--- src/rtl/ccs_pkg.sv ---
// Shared definitions for the SPI card command sequencer.
// Assumes: commands are always six bytes; the filler byte is all ones.
package ccs_pkg;
    localparam int unsigned CMD_BYTES  = 6;
    localparam logic [7:0]  FILL_BYTE  = 8'hFF;

    typedef enum logic [2:0] {
        ST_IDLE,
        ST_CMD,
        ST_WAIT,
        ST_RESP2,
        ST_BUSY,
        ST_TAIL
    } seq_state_t;
endpackage

--- src/rtl/ccs_byte_xfer.sv ---
// One-byte SPI mode-0 shifter: on go, clocks eight SCLK periods, sending
// tx_byte MSB first and sampling miso on each rising edge; pulses fin when
// done with rx_byte valid. Assumes go arrives only while idle.
module ccs_byte_xfer #(
    parameter int unsigned HALF_DIV = 2
) (
    input  logic       clk,
    input  logic       rst_n,
    input  logic       go,
    input  logic [7:0] tx_byte,
    input  logic       miso,
    output logic       sclk,
    output logic       mosi,
    output logic       fin,
    output logic [7:0] rx_byte
);
    logic       running;
    logic       tick;
    logic [3:0] edge_cnt;
    logic [7:0] tx_sh;
    logic [7:0] rx_sh;

    // Half-period timing: direct when HALF_DIV is 1, else a counter.
    generate
        if (HALF_DIV <= 1) begin : g_fast
            assign tick = running;
        end else begin : g_div
            localparam int unsigned DW = $clog2(HALF_DIV);
            logic [DW-1:0] div_cnt;
            // Counts system clocks within one SCLK half period.
            always_ff @(posedge clk) begin
                if (!rst_n || !running || tick) div_cnt <= '0;
                else                            div_cnt <= div_cnt + 1'b1;
            end
            assign tick = running && (div_cnt == DW'(HALF_DIV - 1));
        end
    endgenerate

    // Edge sequencing: sample on rising, shift on falling, stop after 16 edges.
    always_ff @(posedge clk) begin
        if (!rst_n) begin
            running  <= 1'b0;
            sclk     <= 1'b0;
            edge_cnt <= '0;
            tx_sh    <= 8'hFF;
            rx_sh    <= 8'h00;
            fin      <= 1'b0;
        end else begin
            fin <= 1'b0;
            if (go && !running) begin
                running  <= 1'b1;
                tx_sh    <= tx_byte;
                edge_cnt <= '0;
                sclk     <= 1'b0;
            end else if (tick) begin
                sclk     <= ~sclk;
                edge_cnt <= edge_cnt + 1'b1;
                if (!sclk) rx_sh <= {rx_sh[6:0], miso};
                else       tx_sh <= {tx_sh[6:0], 1'b1};
                if (edge_cnt == 4'd15) begin
                    running <= 1'b0;
                    fin     <= 1'b1;
                end
            end
        end
    end

    assign mosi    = running ? tx_sh[7] : 1'b1;
    assign rx_byte = rx_sh;
endmodule

--- src/rtl/ccs_ctrl.sv ---
// Transaction sequencer: walks command, response search, optional second
// byte, busy polling and the trailing filler bytes, issuing one byte
// transfer at a time. Assumes fin follows each go by a full byte.
module ccs_ctrl
    import ccs_pkg::*;
#(
    parameter int unsigned MAX_WAIT   = 8,
    parameter int unsigned TAIL_BYTES = 1,
    parameter int unsigned GAP_CLKS   = 4
) (
    input  logic        clk,
    input  logic        rst_n,
    input  logic        start,
    input  logic [47:0] cmd,
    input  logic        resp_two,
    input  logic        busy_type,
    input  logic        fin,
    input  logic [7:0]  rx_byte,
    output logic        issue,
    output logic [7:0]  tx_byte,
    output logic        cs_n,
    output logic        ready,
    output logic        done,
    output logic [15:0] resp_data,
    output logic        timeout,
    output logic        busy_done
);
    localparam int unsigned TAIL_EFF = (TAIL_BYTES < 1) ? 1 : TAIL_BYTES;
    localparam int unsigned WAIT_EFF = (MAX_WAIT < 1) ? 1 : MAX_WAIT;
    localparam int unsigned CNT_MAX  = (WAIT_EFF > TAIL_EFF)
                                       ? ((WAIT_EFF > CMD_BYTES) ? WAIT_EFF : CMD_BYTES)
                                       : ((TAIL_EFF > CMD_BYTES) ? TAIL_EFF : CMD_BYTES);
    localparam int unsigned CW       = $clog2(CNT_MAX + 1);
    localparam int unsigned GW       = $clog2(GAP_CLKS + 1);

    seq_state_t    state;
    logic [CW-1:0] cnt;
    logic [47:0]   cmd_sh;
    logic          two_q;
    logic          busy_q;
    logic [GW-1:0] gap;

    // Main sequencer: advances on each completed byte.
    always_ff @(posedge clk) begin
        if (!rst_n) begin
            state     <= ST_IDLE;
            cnt       <= '0;
            cmd_sh    <= '0;
            two_q     <= 1'b0;
            busy_q    <= 1'b0;
            issue     <= 1'b0;
            tx_byte   <= FILL_BYTE;
            cs_n      <= 1'b1;
            done      <= 1'b0;
            resp_data <= '0;
            timeout   <= 1'b0;
            busy_done <= 1'b0;
            gap       <= '0;
        end else begin
            issue <= 1'b0;
            done  <= 1'b0;
            if (gap != '0) gap <= gap - 1'b1;
            case (state)
                ST_IDLE: begin
                    if (start && gap == '0) begin
                        cmd_sh    <= {cmd[39:0], 8'h00};
                        tx_byte   <= cmd[47:40];
                        two_q     <= resp_two;
                        busy_q    <= busy_type;
                        resp_data <= '0;
                        timeout   <= 1'b0;
                        busy_done <= 1'b0;
                        cs_n      <= 1'b0;
                        issue     <= 1'b1;
                        cnt       <= CW'(1);
                        state     <= ST_CMD;
                    end
                end
                ST_CMD: begin
                    if (fin) begin
                        issue <= 1'b1;
                        if (cnt == CW'(CMD_BYTES)) begin
                            tx_byte <= FILL_BYTE;
                            cnt     <= '0;
                            state   <= ST_WAIT;
                        end else begin
                            tx_byte <= cmd_sh[47:40];
                            cmd_sh  <= {cmd_sh[39:0], 8'h00};
                            cnt     <= cnt + 1'b1;
                        end
                    end
                end
                ST_WAIT: begin
                    if (fin) begin
                        issue   <= 1'b1;
                        tx_byte <= FILL_BYTE;
                        if (!rx_byte[7]) begin
                            resp_data[7:0] <= rx_byte;
                            cnt            <= '0;
                            if (two_q)       state <= ST_RESP2;
                            else if (busy_q) state <= ST_BUSY;
                            else             state <= ST_TAIL;
                        end else if (cnt == CW'(WAIT_EFF - 1)) begin
                            timeout <= 1'b1;
                            cnt     <= '0;
                            state   <= ST_TAIL;
                        end else begin
                            cnt <= cnt + 1'b1;
                        end
                    end
                end
                ST_RESP2: begin
                    if (fin) begin
                        issue           <= 1'b1;
                        tx_byte         <= FILL_BYTE;
                        resp_data[15:8] <= rx_byte;
                        state           <= busy_q ? ST_BUSY : ST_TAIL;
                    end
                end
                ST_BUSY: begin
                    if (fin) begin
                        issue   <= 1'b1;
                        tx_byte <= FILL_BYTE;
                        if (rx_byte != 8'h00) begin
                            busy_done <= 1'b1;
                            state     <= ST_TAIL;
                        end
                    end
                end
                ST_TAIL: begin
                    if (fin) begin
                        if (cnt == CW'(TAIL_EFF - 1)) begin
                            cs_n  <= 1'b1;
                            done  <= 1'b1;
                            gap   <= GW'(GAP_CLKS);
                            state <= ST_IDLE;
                        end else begin
                            cnt     <= cnt + 1'b1;
                            issue   <= 1'b1;
                            tx_byte <= FILL_BYTE;
                        end
                    end
                end
                default: state <= ST_IDLE;
            endcase
        end
    end

    assign ready = (state == ST_IDLE) && (gap == '0);
endmodule

--- src/rtl/card_cmd_sequencer.sv ---
// Top of the SPI card command sequencer: couples the transaction controller
// to the byte shifter. Assumes one card on the bus and mode-0 timing.
module card_cmd_sequencer #(
    parameter int unsigned HALF_DIV    = 2,
    parameter int unsigned MAX_WAIT    = 8,
    parameter int unsigned TAIL_BYTES  = 1,
    parameter int unsigned CS_GAP_SCLK = 2
) (
    input  logic        clk,
    input  logic        rst_n,
    input  logic        start,
    input  logic [47:0] cmd,
    input  logic        resp_two,
    input  logic        busy_type,
    output logic        ready,
    output logic        done,
    output logic [15:0] resp_data,
    output logic        timeout,
    output logic        busy_done,
    output logic        spi_sclk,
    output logic        spi_cs_n,
    output logic        spi_mosi,
    input  logic        spi_miso
);
    localparam int unsigned GAP_CLKS = CS_GAP_SCLK * 2 * HALF_DIV;

    logic       issue;
    logic       fin;
    logic [7:0] tx_byte;
    logic [7:0] rx_byte;

    ccs_ctrl #(
        .MAX_WAIT  (MAX_WAIT),
        .TAIL_BYTES(TAIL_BYTES),
        .GAP_CLKS  (GAP_CLKS)
    ) u_ctrl (
        .clk      (clk),
        .rst_n    (rst_n),
        .start    (start),
        .cmd      (cmd),
        .resp_two (resp_two),
        .busy_type(busy_type),
        .fin      (fin),
        .rx_byte  (rx_byte),
        .issue    (issue),
        .tx_byte  (tx_byte),
        .cs_n     (spi_cs_n),
        .ready    (ready),
        .done     (done),
        .resp_data(resp_data),
        .timeout  (timeout),
        .busy_done(busy_done)
    );

    ccs_byte_xfer #(
        .HALF_DIV(HALF_DIV)
    ) u_xfer (
        .clk    (clk),
        .rst_n  (rst_n),
        .go     (issue),
        .tx_byte(tx_byte),
        .miso   (spi_miso),
        .sclk   (spi_sclk),
        .mosi   (spi_mosi),
        .fin    (fin),
        .rx_byte(rx_byte)
    );
endmodule

--- config.mk ---
export PLATFORM = sky130hd
export DESIGN_NAME = card_cmd_sequencer
export DESIGN_NICKNAME = d
export VERILOG_FILES = /design/src/rtl/ccs_pkg.sv /design/src/rtl/ccs_byte_xfer.sv /design/src/rtl/ccs_ctrl.sv /design/src/rtl/card_cmd_sequencer.sv
export SDC_FILE = /design/constraint.sdc
export NUM_CORES = 1
export LEC_CHECK = 0
export BUFFER_PORTS_ARGS = -buffer_cell sky130_fd_sc_hd__buf_2
export CORE_MARGIN = 5
export CORE_UTILIZATION = 45
export DETAILED_ROUTE_END_ITERATION = 10
export PLACE_DENSITY = 0.78
export SYNTH_ARGS = -nofsm -noshare
export SYNTH_HDL_FRONTEND = slang
export SYNTH_HIERARCHICAL = 1
export SYNTH_SLANG_ARGS = --single-unit
--- constraint.sdc ---
create_clock -name clk -period 2.5 [get_ports clk]
set_input_delay 0.5 -clock clk [delete_from_list [all_inputs] [get_ports clk]]
set_output_delay 0.5 -clock clk [all_outputs]
set_load 0.05 [all_outputs]
==> results.md, run 1 <==
* Status: completed
* Core area at 10900 um^2
* Area delta synth->final at 12.9%
* DRC at 0
* Clk sinks at 105
* Clock Path Buffers at 2
* Final std cells w/o fill at 775
* Ant. Diodes at 0
* Distinct cell type count after synthesis at 63
* Grt total ovfl at 0
* Net Switching at 2.32 mW
* Clock power frac at 22.3%
* Worst EP required at 2.00 ns
* CP Launch Type: flip-flop
* Int Pwr at 3.62 mW
* Worst Max-Slew Pin Slew at 0.753 ns
* Inst Count DP at 759
* Largest net degree at the start of global routing at 44
* Placed cell area at 5440 um^2
* Top_reg_cell synth: dfxtp_1
* Setup Skew at 0.00450 ns
* Share of cells above drive strength 1 at 24.3%
* Max_slew headroom at 49.7%
* Clock root cell: clkbuf_16
* Comb pwr share at 38.8%
* Leak pwr at 2.31 nW
* Seq/Total Area, Yosys at 41.5%
* Tmin final at 2.38 ns
* Post-cts gate resize count at 0
* H-tree depth at 3
* Overall routing resource usage at 18.4%
* Syn nets at 636
* Maximum fanout along the worst path at 5
* Post-route ant nets at 0
* Clk slew on worst S/H paths at 0.07 ns
* Layout net count at 691
* DR vias at 4360
* TNS Setup at 0 ns
* Worst R2R Setup Slack at 0.41 ns
* Count of max-cap constraint violations at 0
* Mapped Area at 5070 um^2
* Data arrival, critical path at 1.88 ns
* Final setup fails at 0
* I/O pin count at 77
* Post-DP HPWL at 8.66 mm
* FF+latch count, synth at 105
* Placer Congestion at 0.892
* Final period util at 95.0%
* DRT Pass-1 Iters at 5
* CP Capture Type: output pin
* Final core utilization at 52.3%
* PwrDens at 1040 nW/um^2
* Final design instance area without fill at 5720 um^2
* Switch share at 39.0%
* WS Path Type: flip-flop to output pin
* Die Ht at 116 um
* Post CTS Setup Buffer Count at 0
* Clock Latency Late Sink at 0.34 ns
* Final Hold Fails at 0
* Vias in the first global route at 4165
* Hold Buf Count CTS at 0
* Seq pwr share at 38.9%
* Achievable Freq at 421 MHz
* Mean Syn Cell Area at 8.81 um^2
* Syn Inst Count at 575
* Fillcell total at 1006
* First-pass GRT wire length at 20.0 mm
* CTS Buf Count at 9
* Port Buffers at 75
* Detailed-route wire length at 12.1 mm
* Worst vdd ir at 0.776 mV
* Syn. warnings at 6
* CTS tree: done
* Row count at 38
* DIE AREA at 13500 um^2
* Slew Limit Fails at 0
* Die X at 116 um
* EDFF count, synth at 0
* Via/cell ratio at 5.63
* Wirelength per Cell at 15.6 um
* Initial Util at 46.4%
* Initial antenna violation count at 0
* Hold Crit Class: primary input to flip-flop
* RSZ-0062 raised after global routing: no
* Iter 0 DRT Violations at 351
* Ys async rst share at 0%
-- cells in the final DEF (no fill, tap or decap), types with 2 or more instances in the layout --
master	n
nand2_1	114
dfxtp_1	105
buf_2	75
nor2_1	55
a311oi_2	30
a21oi_1	26
nand3_1	25
a31oi_1	18
inv_1	16
nor3_1	14
nor2b_1	12
mux2i_1	11
o21ai_0	10
clkbuf_16	9
a22oi_1	9
buf_4	8
o22a_1	8
ha_1	7
nor3b_1	6
nand3b_1	5
and3_1	5
nand2b_1	4
a211oi_1	4
clkinvlp_4	3
and2_1	3
buf_12	3
inv_6	2
or3_4	2
nor3b_4	2
nor3_2	2
o22ai_1	2
and2_4	2
a21boi_0	2
or3_1	2
nor4_1	2
a311oi_1	2
o21ai_1	2
-- path summary, 6_finish.rpt --
| path | endpoint | cells past startpoint | start |
|---|---|---|---|
| setup / recovery | ready | 5 | u_ctrl/gap[0] |
| hold / removal | u_ctrl/busy_q | 3 | busy_type |
| setup reg to reg | u_ctrl/resp_data[11] | 5 | u_ctrl/state[1] |
| hold reg to reg | u_ctrl/resp_data[0] | 2 | u_ctrl/resp_data[0] |
-- stage by stage --
step	total power, mW	setup WS, ns	hold slack [ns]
6_report	5.94	0.124	0.392
5_1_grt	6.34	0.0332	0.390
4_1_cts	5.97	0.101	0.374
3_5_place_dp	4.63	0.456	0.442
3_3_place_gp	4.54	0.520	0.441
2_1_floorplan	4.29	0.272	0.432
-- logic make-up (layout without fill, tap and decap cells) --
family / after synthesis / in the layout / synth area share (%)
XOR/XNOR: 1 / 1 / 0.173
other: 1 / 1 / 0.0740
AND/OR/NAND/NOR: 267 / 267 / 25.5
AO/OA/AOI/OAI: 124 / 124 / 21.7
flip-flops: 105 / 105 / 41.5
adder cells (fa/ha/maj): 7 / 7 / 1.73
multiplexers: 11 / 11 / 2.17
buffers and inverters: 59 / 119 / 7.13
-- synthesized netlist by cell type (2+ instances only) --
library cell | instances | share of area [%]
a22oi_1 | 9 | 1.3
nand2_1 | 114 | 8.4
a311oi_1 | 2 | 0.35
or3_1 | 2 | 0.25
o21ai_0 | 10 | 0.99
dfxtp_1 | 105 | 41
nor3b_1 | 6 | 0.89
buf_8 | 3 | 0.89
a211oi_1 | 4 | 0.59
and2_1 | 3 | 0.37
nor3_2 | 2 | 0.39
mux2i_1 | 11 | 2.2
inv_1 | 16 | 1.2
nand3b_1 | 5 | 0.74
o22a_1 | 8 | 1.4
a21boi_0 | 2 | 0.30
nor2_1 | 55 | 4.1
nand2b_1 | 4 | 0.49
and3_1 | 5 | 0.62
a31oi_1 | 18 | 2.2
o22ai_1 | 2 | 0.25
buf_6 | 7 | 1.6
nor4_1 | 2 | 0.25
o21ai_1 | 2 | 0.20
buf_2 | 3 | 0.30
or3_4 | 2 | 0.44
and2_4 | 2 | 0.35
a21oi_1 | 26 | 2.6
nor3b_4 | 2 | 0.74
nor2b_1 | 12 | 1.5
nand3_1 | 25 | 2.5
buf_4 | 9 | 1.3
clkbuf_1 | 19 | 1.4
ha_1 | 7 | 1.7
a311oi_2 | 30 | 8.9
nor3_1 | 14 | 1.4
-- registers in the layout, summed over array words and instances (netlist names), 3 cells and up --
name,flops
u_ctrl/cmd_sh,40
u_ctrl/tx_byte,8
u_ctrl/resp_data,15
u_ctrl/gap,4
u_xfer/tx_sh,8
u_xfer/edge_cnt,4
u_ctrl/state,3
u_xfer/rx_byte,8
u_ctrl/cnt,4
-- power groups by stage --
stage               clock network, mW  registers, mW  logic, mW
floorplan                           0           2.27       2.02
global placement                    0           2.32       2.22
detailed placement                  0           2.34       2.29
CTS                              1.37           2.31       2.30
global route                     1.44           2.36       2.54
finish                           1.32           2.31       2.31
-- cell type report --
| type | count | area (um^2) | area share, % |
|---|---|---|---|
| multi-input cells | 411 | 2610 | 45.5 |
| flip-flops and latches | 105 | 2100 | 36.7 |
| repair buffers | 86 | 495 | 8.66 |
| clock buffers | 9 | 225 | 3.94 |
| well taps | 140 | 175 | 3.06 |
| inverters | 17 | 63.8 | 1.12 |
| clock inverters | 7 | 53.8 | 0.941 |
-- worst max-delay path, cell delays in order, from the launching register on --
cell and delay, ns:
dfxtp_1 0.34, inv_1 0.06, ha_1 0.22, or3b_2 0.51
nor2_1 0.13, buf_2 0.27
-- routing by layer --
metal	global-route usage [%]	vias to the layer above	wire length [um]
li1	-	2140	-
met1	24.5	2033	5440
met2	29.8	173	5660
met3	4.15	14	866
met4	6.11	0	138
met5	0	-	0
Note: power is estimated with default switching activity, not from simulation.
==> run 2, diff against run 1 <==
Settings changed: REMOVE_ABC_BUFFERS from default to 1.
==> results.md, run 2 (synthesized netlist as in run 1, its figures left out) <==
* Achievable Freq at 426 MHz (was 421 MHz)
* Post-DP HPWL at 7.68 mm (was 8.66 mm)
* Slowest stage cell on the critical path: or3b_2 (unchanged)
* Switch share at 38.7% (was 39.0%)
* Overall routing resource usage at 16.5% (was 18.4%)
* Biggest regs: u_ctrl/cmd_sh (40), u_ctrl/resp_data (15) (unchanged)
* Share of cells above drive strength 1 at 23.9% (was 24.3%)
* Iter 0 DRT Violations at 258 (was 351)
* CP startpoint: u_ctrl/gap[0] (unchanged)
* Setup Skew at 0.0148 ns (was 0.00450 ns)
* Clock Path Buffers at 2 (unchanged)
* Tmin final at 2.35 ns (was 2.38 ns)
* Layout net count at 689 (was 691)
* Leak pwr at 2.31 nW (about the same)
* Hold Path Origin: cmd[4] (was busy_type)
* Worst Max-Slew Pin Slew at 0.609 ns (was 0.753 ns)
* CP Capture Type: output pin (unchanged)
* PwrDens at 1030 nW/um^2 (was 1040 nW/um^2)
* Wirelength per Cell at 14.2 um (was 15.6 um)
* Placed cell area at 5410 um^2 (was 5440 um^2)
* Core area at 10900 um^2 (unchanged)
* Reg with most FFs: u_ctrl/cmd_sh (unchanged)
* Slew Limit Fails at 0 (unchanged)
* Maximum fanout along the worst path at 5 (unchanged)
* Setup slack at placement at 0.512 ns (was 0.456 ns)
* H-tree depth at 3 (unchanged)
* Status: completed (unchanged)
* DRC at 0 (unchanged)
* Max incr delay on CP at 0.52 ns (was 0.51 ns)
* Initial antenna violation count at 2 (was 0)
* I/O pin count at 77 (unchanged)
* Worst path cell trace: inv_1 -> ha_1 -> or3b_2 -> nor2_1 -> buf_2 (unchanged)
* Seq pwr share at 39.0% (was 38.9%)
* Grt total ovfl at 0 (unchanged)
* DR vias at 4272 (was 4360)
* Worst R2R Start: u_ctrl/state[1] (unchanged)
* Clock root cell: clkbuf_16 (unchanged)
* Max reg flops at 40 (unchanged)
* Port Buffers at 75 (unchanged)
* Clk sinks at 105 (unchanged)
* WS Path Type: flip-flop to output pin (unchanged)
* Net Switching at 2.27 mW (was 2.32 mW)
* Initial Util at 46.4% (unchanged)
* Buffers & Inverters on Critical Path at 2 (unchanged)
* Most frequent cells in the layout: 114 x nand2_1, 105 x dfxtp_1, 75 x buf_2 (unchanged)
* Int Pwr at 3.59 mW (was 3.62 mW)
* Final Hold Fails at 0 (unchanged)
* Clk slew on worst S/H paths at 0.08 ns (was 0.07 ns)
* Fillcell total at 1003 (was 1006)
* CP Launch Type: flip-flop (unchanged)
* Max_slew headroom at 59.3% (was 49.7%)
* RSZ-0062 raised after global routing: no (unchanged)
* Commonest non-fill, non-tap cell in the layout: nand2_1 (unchanged)
* Via/cell ratio at 5.52 (was 5.63)
* Count of max-cap constraint violations at 0 (unchanged)
* Hold Buf Count CTS at 0 (unchanged)
* Post-route ant nets at 0 (unchanged)
* Final design instance area without fill at 5700 um^2 (was 5720 um^2)
* Detailed-route wire length at 11.0 mm (was 12.1 mm)
* Hold Crit Class: primary input to flip-flop (unchanged)
* Post-cts gate resize count at 0 (unchanged)
* Setup ws final at 0.154 ns (was 0.124 ns)
* Final setup fails at 0 (unchanged)
* Worst vdd ir at 0.473 mV (was 0.776 mV)
* Worst EP required at 2.00 ns (about the same)
* CP top delay family: simple AND/OR/NAND/NOR gates (unchanged)
* Area delta synth->final at 12.5% (was 12.9%)
* First-pass GRT wire length at 18.5 mm (was 20.0 mm)
* Vias in the first global route at 4054 (was 4165)
* Clock Latency Late Sink at 0.34 ns (about the same)
* DRT Pass-1 Iters at 5 (unchanged)
* CTS tree: done (unchanged)
* Post CTS Setup Buffer Count at 0 (unchanged)
* Placer Congestion at 0.861 (was 0.892)
* Row count at 38 (unchanged)
* DIE AREA at 13500 um^2 (unchanged)
* CTS Buf Count at 9 (unchanged)
* Clock power frac at 23.1% (was 22.3%)
* Die X at 116 um (unchanged)
* Comb pwr share at 37.9% (was 38.8%)
* Data arrival, critical path at 1.85 ns (was 1.88 ns)
* Largest net degree at the start of global routing at 73 (was 44)
* Final period util at 93.9% (was 95.0%)
* Die Ht at 116 um (unchanged)
run 2: cell count changes in the layout (fill, tap and decap cells not counted), sizes merged:
cell and change:
clkbuf +1, diode +1, inv +2, buf -2, clkinvlp -3
run 2: worst paths after layout:
check / endpoint / slack (ns) / depth (start not counted)
setup / recovery: ready / 0.15 / 5
hold / removal: u_ctrl/cmd_sh[12] / 0.40 / 3
setup reg to reg: u_ctrl/state[0] / 0.38 / 5
hold reg to reg: u_ctrl/resp_data[4] / 0.45 / 2
run 2: layer usage:
| metal | up-vias | routed length (um) | GRT usage (%) |
|---|---|---|---|
| li1 | 2132 | - | - |
| met5 | - | 13 | 0 |
| met4 | 2 | 137 | 4.25 |
| met1 | 1985 | 4920 | 21.8 |
| met2 | 137 | 5040 | 26.3 |
| met3 | 16 | 872 | 5.54 |
run 2: layout make-up:
cell class	count	area [um^2]	share of cell area [%]
antenna	1	2.50	0.0439
inverter	17	63.8	1.12
multi-input combinational	411	2610	45.7
tap	140	175	3.07
sequential	105	2100	36.9
timing repair buffer	84	468	8.21
clock buffer	10	229	4.01
clock inverter	6	57.6	1.01
run 2: tightest hold or removal path, cell delays in order:
cell     delay (ns)
buf_2          0.09
nand3_1        0.05
a21oi_1        0.06
run 2: per-stage QoR:
stage               hold WS [ns]  utilization (%)  instances  total power, mW  setup TNS [ns]
finish                     0.405             52.2        774             5.87               0
global route               0.401             52.2        774             6.25               0
global placement           0.437             49.5        757             4.44               0
floorplan                  0.432                -        533             4.00          -0.115
CTS                        0.394             52.1        773             5.90               0
detailed placement         0.445             49.5        757             4.54               0
run 2: power by group through the flow:
stage / registers [mW] / clock network [mW] / logic, mW
floorplan: 2.32 / 0 / 1.68
global placement: 2.31 / 0 / 2.13
detailed placement: 2.32 / 0 / 2.22
CTS: 2.28 / 1.39 / 2.23
global route: 2.34 / 1.45 / 2.46
finish: 2.29 / 1.36 / 2.22
